===== src/rtl/cop_dreg_pkg.sv =====
package cop_dreg_pkg;
  localparam int DATA_W  = 32;
  localparam int IDX_W   = 5;
  localparam int HALF_W  = 16;
  localparam int FIELD_W = 5;
  localparam int FIELD_SHIFT = 7;
  localparam int NUM_CH  = 3;
  localparam int NUM_REG = 1 << IDX_W;
  localparam int CNT_W   = $clog2(DATA_W + 1);

  localparam logic [IDX_W-1:0] IDX_Q0     = 5'd12;
  localparam logic [IDX_W-1:0] IDX_Q1     = 5'd13;
  localparam logic [IDX_W-1:0] IDX_Q2     = 5'd14;
  localparam logic [IDX_W-1:0] IDX_QPUSH  = 5'd15;
  localparam logic [IDX_W-1:0] IDX_INT1   = 5'd9;
  localparam logic [IDX_W-1:0] IDX_COLIN  = 5'd28;
  localparam logic [IDX_W-1:0] IDX_COLOUT = 5'd29;
  localparam logic [IDX_W-1:0] IDX_CSRC   = 5'd30;
  localparam logic [IDX_W-1:0] IDX_CRES   = 5'd31;

  typedef struct packed {
    logic sext16;
    logic zext16;
    logic plainStore;
    logic queuePush;
    logic colorUnpack;
    logic countLoad;
  } wrStrobe_t;
endpackage


===== src/rtl/cop_dreg_ctrl.sv =====
module cop_dreg_ctrl
  import cop_dreg_pkg::*;
(
  input  logic             wrEn,
  input  logic [IDX_W-1:0] wrIdx,
  output wrStrobe_t        strobe
);
  always_comb begin
    strobe = '0;
    if (wrEn) begin
      case (wrIdx)
        5'd1, 5'd3, 5'd5, 5'd8, 5'd9, 5'd10, 5'd11: strobe.sext16 = 1'b1;
        5'd7, 5'd16, 5'd17, 5'd18, 5'd19:           strobe.zext16 = 1'b1;
        IDX_QPUSH:                                  strobe.queuePush = 1'b1;
        IDX_COLIN:                                  strobe.colorUnpack = 1'b1;
        IDX_CSRC:                                   strobe.countLoad = 1'b1;
        IDX_COLOUT, IDX_CRES:                       strobe = '0;
        default:                                    strobe.plainStore = 1'b1;
      endcase
    end
  end
endmodule


===== src/rtl/cop_dreg_leadcnt.sv =====
module cop_dreg_leadcnt
  import cop_dreg_pkg::*;
(
  input  logic [DATA_W-1:0] value,
  output logic [CNT_W-1:0]  count
);
  logic [DATA_W-1:0] folded;
  assign folded = value[DATA_W-1] ? ~value : value;

  always_comb begin
    count = CNT_W'(DATA_W);
    for (int i = 0; i < DATA_W; i++) begin
      if (folded[i]) count = CNT_W'(DATA_W - 1 - i);
    end
  end
endmodule


===== src/rtl/cop_dreg_datapath.sv =====
module cop_dreg_datapath
  import cop_dreg_pkg::*;
(
  input  logic              clk,
  input  logic              rst,
  input  wrStrobe_t         strobe,
  input  logic [IDX_W-1:0]  wrIdx,
  input  logic [DATA_W-1:0] wrData,
  input  logic [IDX_W-1:0]  rdIdx,
  output logic [DATA_W-1:0] rdData,
  input  logic              intLoadEn,
  input  logic [HALF_W-1:0] intVal [NUM_CH]
);
  localparam int PAD_W = DATA_W - FIELD_W - FIELD_SHIFT;
  localparam int FMAX  = (1 << FIELD_W) - 1;

  logic [DATA_W-1:0] regFile [NUM_REG];
  logic [CNT_W-1:0]  leadCount;
  logic [FIELD_W-1:0] packField [NUM_CH];
  logic [DATA_W-1:0] packedColor;

  cop_dreg_leadcnt u_leadcnt (.value(wrData), .count(leadCount));

  always_ff @(posedge clk) begin
    if (rst) begin
      for (int i = 0; i < NUM_REG; i++) regFile[i] <= '0;
    end else begin
      if (strobe.sext16)
        regFile[wrIdx] <= {{(DATA_W-HALF_W){wrData[HALF_W-1]}}, wrData[HALF_W-1:0]};
      if (strobe.zext16)
        regFile[wrIdx] <= {{(DATA_W-HALF_W){1'b0}}, wrData[HALF_W-1:0]};
      if (strobe.plainStore)
        regFile[wrIdx] <= wrData;
      if (strobe.queuePush) begin
        regFile[IDX_Q0] <= regFile[IDX_Q1];
        regFile[IDX_Q1] <= regFile[IDX_Q2];
        regFile[IDX_Q2] <= wrData;
      end
      if (strobe.colorUnpack) begin
        regFile[IDX_COLIN] <= {{(DATA_W-NUM_CH*FIELD_W){1'b0}}, wrData[NUM_CH*FIELD_W-1:0]};
        for (int c = 0; c < NUM_CH; c++)
          regFile[IDX_INT1 + c] <= {{PAD_W{1'b0}}, wrData[c*FIELD_W +: FIELD_W], {FIELD_SHIFT{1'b0}}};
      end
      if (strobe.countLoad) begin
        regFile[IDX_CSRC] <= wrData;
        regFile[IDX_CRES] <= {{(DATA_W-CNT_W){1'b0}}, leadCount};
      end
      if (intLoadEn) begin
        for (int c = 0; c < NUM_CH; c++)
          regFile[IDX_INT1 + c] <= {{(DATA_W-HALF_W){intVal[c][HALF_W-1]}}, intVal[c]};
      end
    end
  end

  genvar ch;
  generate
    for (ch = 0; ch < NUM_CH; ch++) begin : g_pack
      logic signed [DATA_W-1:0] level;
      logic [DATA_W-1:0] scaled;
      assign level  = signed'(regFile[IDX_INT1 + ch]);
      assign scaled = regFile[IDX_INT1 + ch] >> FIELD_SHIFT;
      always_comb begin
        if (level < 0)             packField[ch] = '0;
        else if (scaled > FMAX)    packField[ch] = FIELD_W'(FMAX);
        else                       packField[ch] = scaled[FIELD_W-1:0];
      end
    end
  endgenerate

  assign packedColor = {{(DATA_W-NUM_CH*FIELD_W){1'b0}}, packField[2], packField[1], packField[0]};

  always_comb begin
    case (rdIdx)
      IDX_QPUSH:             rdData = regFile[IDX_Q2];
      IDX_COLIN, IDX_COLOUT: rdData = packedColor;
      default:               rdData = regFile[rdIdx];
    endcase
  end

  // sign extension of a half-word store
  p_sext_r1: assert property (@(posedge clk) disable iff (rst)
    (strobe.sext16 && wrIdx == 5'd1) |=> regFile[1] == {{16{$past(wrData[15])}}, $past(wrData[15:0])});

  // zero extension of a half-word store
  p_zext_r2: assert property (@(posedge clk) disable iff (rst)
    (strobe.zext16 && wrIdx == 5'd7) |=> regFile[7][31:16] == 16'h0);

  // coordinate queue shifts by one on a push
  p_queue_shift_r3: assert property (@(posedge clk) disable iff (rst)
    strobe.queuePush |=> (regFile[IDX_Q0] == $past(regFile[IDX_Q1]) &&
                          regFile[IDX_Q1] == $past(regFile[IDX_Q2]) &&
                          regFile[IDX_Q2] == $past(wrData)));

  // leading-bit result lies in 1..32
  p_count_range_r7: assert property (@(posedge clk) disable iff (rst)
    strobe.countLoad |=> (regFile[IDX_CRES] >= 1 && regFile[IDX_CRES] <= DATA_W));

  // the result register holds its value when the write does not load the counter
  p_readonly_r8: assert property (@(posedge clk) disable iff (rst)
    !strobe.countLoad |=> $stable(regFile[IDX_CRES]));

  // internal load wins for the intensity registers
  p_intload_r10: assert property (@(posedge clk) disable iff (rst)
    intLoadEn |=> regFile[IDX_INT1] == {{16{$past(intVal[0][15])}}, $past(intVal[0])});
endmodule


===== src/rtl/cop_data_regs.sv =====
module cop_data_regs
  import cop_dreg_pkg::*;
(
  input  logic              clk,
  input  logic              rst,
  input  logic              wrEn,
  input  logic [IDX_W-1:0]  wrIdx,
  input  logic [DATA_W-1:0] wrData,
  input  logic [IDX_W-1:0]  rdIdx,
  output logic [DATA_W-1:0] rdData,
  input  logic              intLoadEn,
  input  logic [HALF_W-1:0] intVal1,
  input  logic [HALF_W-1:0] intVal2,
  input  logic [HALF_W-1:0] intVal3
);
  wrStrobe_t strobe;
  logic [HALF_W-1:0] intVal [NUM_CH];

  assign intVal[0] = intVal1;
  assign intVal[1] = intVal2;
  assign intVal[2] = intVal3;

  cop_dreg_ctrl u_ctrl (.wrEn(wrEn), .wrIdx(wrIdx), .strobe(strobe));

  cop_dreg_datapath u_dp (
    .clk(clk), .rst(rst), .strobe(strobe), .wrIdx(wrIdx), .wrData(wrData),
    .rdIdx(rdIdx), .rdData(rdData), .intLoadEn(intLoadEn), .intVal(intVal)
  );
endmodule


===== config.mk =====
export PLATFORM = sky130hd
export DESIGN_NAME = cop_data_regs
export DESIGN_NICKNAME = d
export VERILOG_FILES = /design/src/rtl/cop_dreg_pkg.sv /design/src/rtl/cop_dreg_ctrl.sv /design/src/rtl/cop_dreg_leadcnt.sv /design/src/rtl/cop_dreg_datapath.sv /design/src/rtl/cop_data_regs.sv
export SDC_FILE = /design/constraint.sdc
export NUM_CORES = 1
export LEC_CHECK = 0
export CAP_MARGIN = 20
export CORE_UTILIZATION = 55
export DETAILED_ROUTE_END_ITERATION = 7
export DONT_BUFFER_PORTS = 1
export HOLD_SLACK_MARGIN = 0.02
export PLACE_DENSITY = 0.8
export RECOVER_POWER = 25
export SETUP_SLACK_MARGIN = 0.3
export SLEW_MARGIN = 5
export SYNTH_ARGS = -nofsm -noshare
export SYNTH_HDL_FRONTEND = slang
export SYNTH_SLANG_ARGS = --single-unit

===== constraint.sdc =====
create_clock -name clk -period 2.48 [get_ports clk]
set_input_delay 0 -clock clk [delete_from_list [all_inputs] [get_ports clk]]
set_output_delay 0 -clock clk [all_outputs]
set_load 0.005 [all_outputs]

==> flow_summary.json <==
{
  "wl_met1_mm": 45.3,
  "setup_ws_ns": -0.156,
  "top_layer": "met5",
  "worst_pin_slew_ns": 1.84,
  "pre_cts_slack_ns": 0.152,
  "top_regs": "u_dp.regFile: 1024 flops",
  "routed_wl_mm": 137,
  "ys_types": 70,
  "whs_endpoint": "u_dp.regFile[31][3]",
  "cts_tree": "done",
  "stdcell_area_um2": 53400,
  "dp_cells": 4101,
  "multi_input_area_um2": 15700,
  "dp_hpwl_mm": 77.3,
  "overflow": 0,
  "start_util_pct": 55.8,
  "syn_inst": 2983,
  "slew_headroom_pct": -22.4,
  "p_leak_uw": 0.0190,
  "layout-drive-gt1-share_pct": 20.9,
  "n_fill_cell": 5584,
  "dr_wl_met2_mm": 64.4,
  "coreArea_um2": 84000,
  "rr_worst_depth": 3,
  "clk_pin_slew_worst_paths_ns": 0.06,
  "gp_congestion": 0.895,
  "ctsHtreeMaxLevel": 3,
  "dpl_cell_area_um2": 48900,
  "hold_start": "wrData[10]",
  "ff2ff_setup_slack_ns": 1.42,
  "yosysSeqAreaShare_pct": 65.6,
  "drtAntennaViolNets": 0,
  "yosysWarnings": 0,
  "first_iter_violations": 5040,
  "layoutNonFillerInstCount": 4415,
  "crit_family": "multiplexers",
  "cts_root_buf": "clkbuf_16",
  "async_reset_ff_share_pct": 0,
  "hp-class": "in2reg",
  "violations": "capacitance limit, slew limit, setup timing",
  "cp_cell_sequence": "mux4_2 > mux4_2 > mux2i_4 > o211ai_1",
  "setup_viol": 169,
  "synth_top_cell_by_area": "edfxtp_1",
  "via_per_inst": 6.79,
  "period_minus_slack_ns": 2.64,
  "skew_ns": 0.0141,
  "hold_path_depth": 4,
  "cellPowerDensity_nw_per_um2": 727,
  "synth_edf_count": 1024,
  "firstDrtPassIters": 7,
  "die_w_um": 294,
  "die_area_um2": 86400,
  "grt_pass1_vias": 29600,
  "drc": 0,
  "antenna_found_initial": 8,
  "critPathMaxFanout": 2,
  "largest_register_ffs": 1024,
  "max_stage_delay_ns": 0.57,
  "ys_seq_elements": 1024,
  "critPathArrivalTime_ns": 2.64,
  "seqCellArea_um2": 30700,
  "critPathCaptureType": "primary output",
  "grt_max_degree": 259,
  "synth_area_per_cell_um2": 15.7,
  "layout.nets": 3286,
  "path_class": "reg2out",
  "status": "finished with violations",
  "syn_area_um2": 46900,
  "synth.area.top_cells": "edfxtp_1 66%, mux4_2 15%, and3_1 3.3%, nor2_1 2.1%, clkbuf_1 1.5%",
  "crit_top_cell": "mux4_2",
  "fmax_mhz": 379,
  "reg2reg_to": "u_dp.regFile[13][24]",
  "whs_ns": 0.0629,
  "wl_per_cell_um": 31.0,
  "top_register": "u_dp.regFile",
  "cp.required_ns": 2.48,
  "grt_pass1_wl_mm": 197,
  "clock_latency_ns": 0.67,
  "cts_made_buffers": 96,
  "final_common_cell": "edfxtp_1",
  "cap_violations": 1,
  "numPortBuffers": 0,
  "peakVddDrop_v": 0.000573,
  "mostFrequentLayoutCells": "1024 x edfxtp_1, 320 x mux4_2, 266 x nor2_1, 246 x and3_1, 187 x conb_1",
  "boundaryPins": 126,
  "drv_slew": 45,
  "clock_path_buffers": 3,
  "wl_met3_mm": 19.7,
  "dieHeight_um": 294,
  "fin_crit_sh_pct": 106,
  "start_kind": "flip-flop",
  "critPathSlowestCell": "mux4_2",
  "vias": 30000,
  "row_count": 106,
  "area_growth_pct": 13.9,
  "rsz0062_at_grt": "yes",
  "cp_num_buf_inv": 0,
  "cts.sinks": 1024,
  "r2r-start": "u_dp.regFile[14][24]",
  "track_usage_pct": 31.6,
  "hold_viol_final": 0,
  "ys.flop_type": "edfxtp_1",
  "yosys.area.top_type_share_pct": 65.6
}
==> worst max path at each step <==
stage | start | end | cells after the start
global placement | wrIdx[2] | u_dp.regFile[11][11] | 7
CTS | u_dp.regFile[10][13] | rdData[13] | 4
global route | u_dp.regFile[31][0] | rdData[0] | 4
finish | u_dp.regFile[11][13] | rdData[13] | 4
detailed placement | wrIdx[2] | u_dp.regFile[11][7] | 7
floorplan | wrIdx[2] | u_dp.regFile[17][0] | 8
==> routing by layer <==
| metal | global-route usage, % | vias to the layer above |
|---|---|---|
| li1 | - | 11900 |
| met4 | 15.3 | 2 |
| met5 | 0 | - |
| met2 | 49.2 | 2661 |
| met1 | 41.6 | 15000 |
| met3 | 8.38 | 460 |
==> synthesized netlist by cell type (4+ instances only) <==
| cell type | count |
|---|---|
| or2_2 | 8 |
| and2_1 | 108 |
| nor3_1 | 77 |
| nand2_1 | 134 |
| nand3_1 | 19 |
| o22ai_1 | 5 |
| clkbuf_2 | 4 |
| a21o_1 | 6 |
| o21ai_1 | 41 |
| or3_1 | 11 |
| a222oi_1 | 9 |
| buf_1 | 18 |
| nor4_1 | 16 |
| mux4_2 | 320 |
| a221o_1 | 8 |
| nor2_1 | 266 |
| buf_2 | 85 |
| nor2b_1 | 29 |
| inv_1 | 13 |
| nand2b_1 | 26 |
| a31oi_4 | 8 |
| o211ai_1 | 16 |
| edfxtp_1 | 1024 |
| buf_6 | 6 |
| o21ai_0 | 111 |
| a21oi_1 | 9 |
| buf_4 | 11 |
| and3_1 | 246 |
| clkbuf_1 | 192 |
| mux2i_1 | 32 |
| a31oi_1 | 8 |
| nor2_2 | 4 |
| a22o_1 | 52 |
| nand2_2 | 10 |
==> area by class of cell <==
| class | instances | area share [%] |
|---|---|---|
| flip-flops and latches | 1024 | 57.6 |
| repair buffers | 241 | 4.46 |
| well taps | 1134 | 2.66 |
| multi-input cells | 1815 | 29.3 |
| diodes | 8 | 0.0375 |
| clock inverters | 62 | 1.13 |
| clock buffers | 117 | 4.65 |
| inverters | 14 | 0.0985 |
==> where the power goes <==
part | switching (uW) | internal, uW | total [uW]
clock network | 6490 | 8190 | 14700
logic | 2020 | 1540 | 3560
registers | 403 | 20100 | 20500
==> kinds of logic (layout without fill, tap and decap cells) <==
logic type                after synthesis  in the layout  share of synthesized area [%]
AOI/OAI and AO/OA                     295            295                           4.36
other                                   1            195                        0.00800
xor gates and xnor gates                3              3                         0.0561
DFF                                  1024           1024                           65.6
and+or+nand+nor                       978            978                           10.8
muxes                                 352            352                           16.1
buffers and inverters                 330            434                           3.07
==> stage by stage <==
stage / total power [uW] / utilization [%] / setup TNS, ns
6_report: 38800 / 63.6 / -8.46
5_1_grt: 39600 / 63.6 / -18.58
2_1_floorplan: 23000 / - / 0
3_3_place_gp: 23600 / 58.2 / 0
3_5_place_dp: 23800 / 58.2 / 0
4_1_cts: 38600 / 63.5 / -1.08
==> repair_timing <==
item / CTS / global route
hold buffers: 105 / 0
cloned: 0 / 1
setup buffers: 12 / 6
pin swaps: 3 / 5
endpoints found under the setup margin: 32 / 1145
gates resized for setup: 19 / 37
endpoints found under the hold margin: 1567 / 0
==> worst min-delay path: stages <==
cell and delay [ns]:
a41o_1 0.23, and2_1 0.18, nand2_1 0.06, a21oi_1 0.07
(Power assumes the default switching activity.)
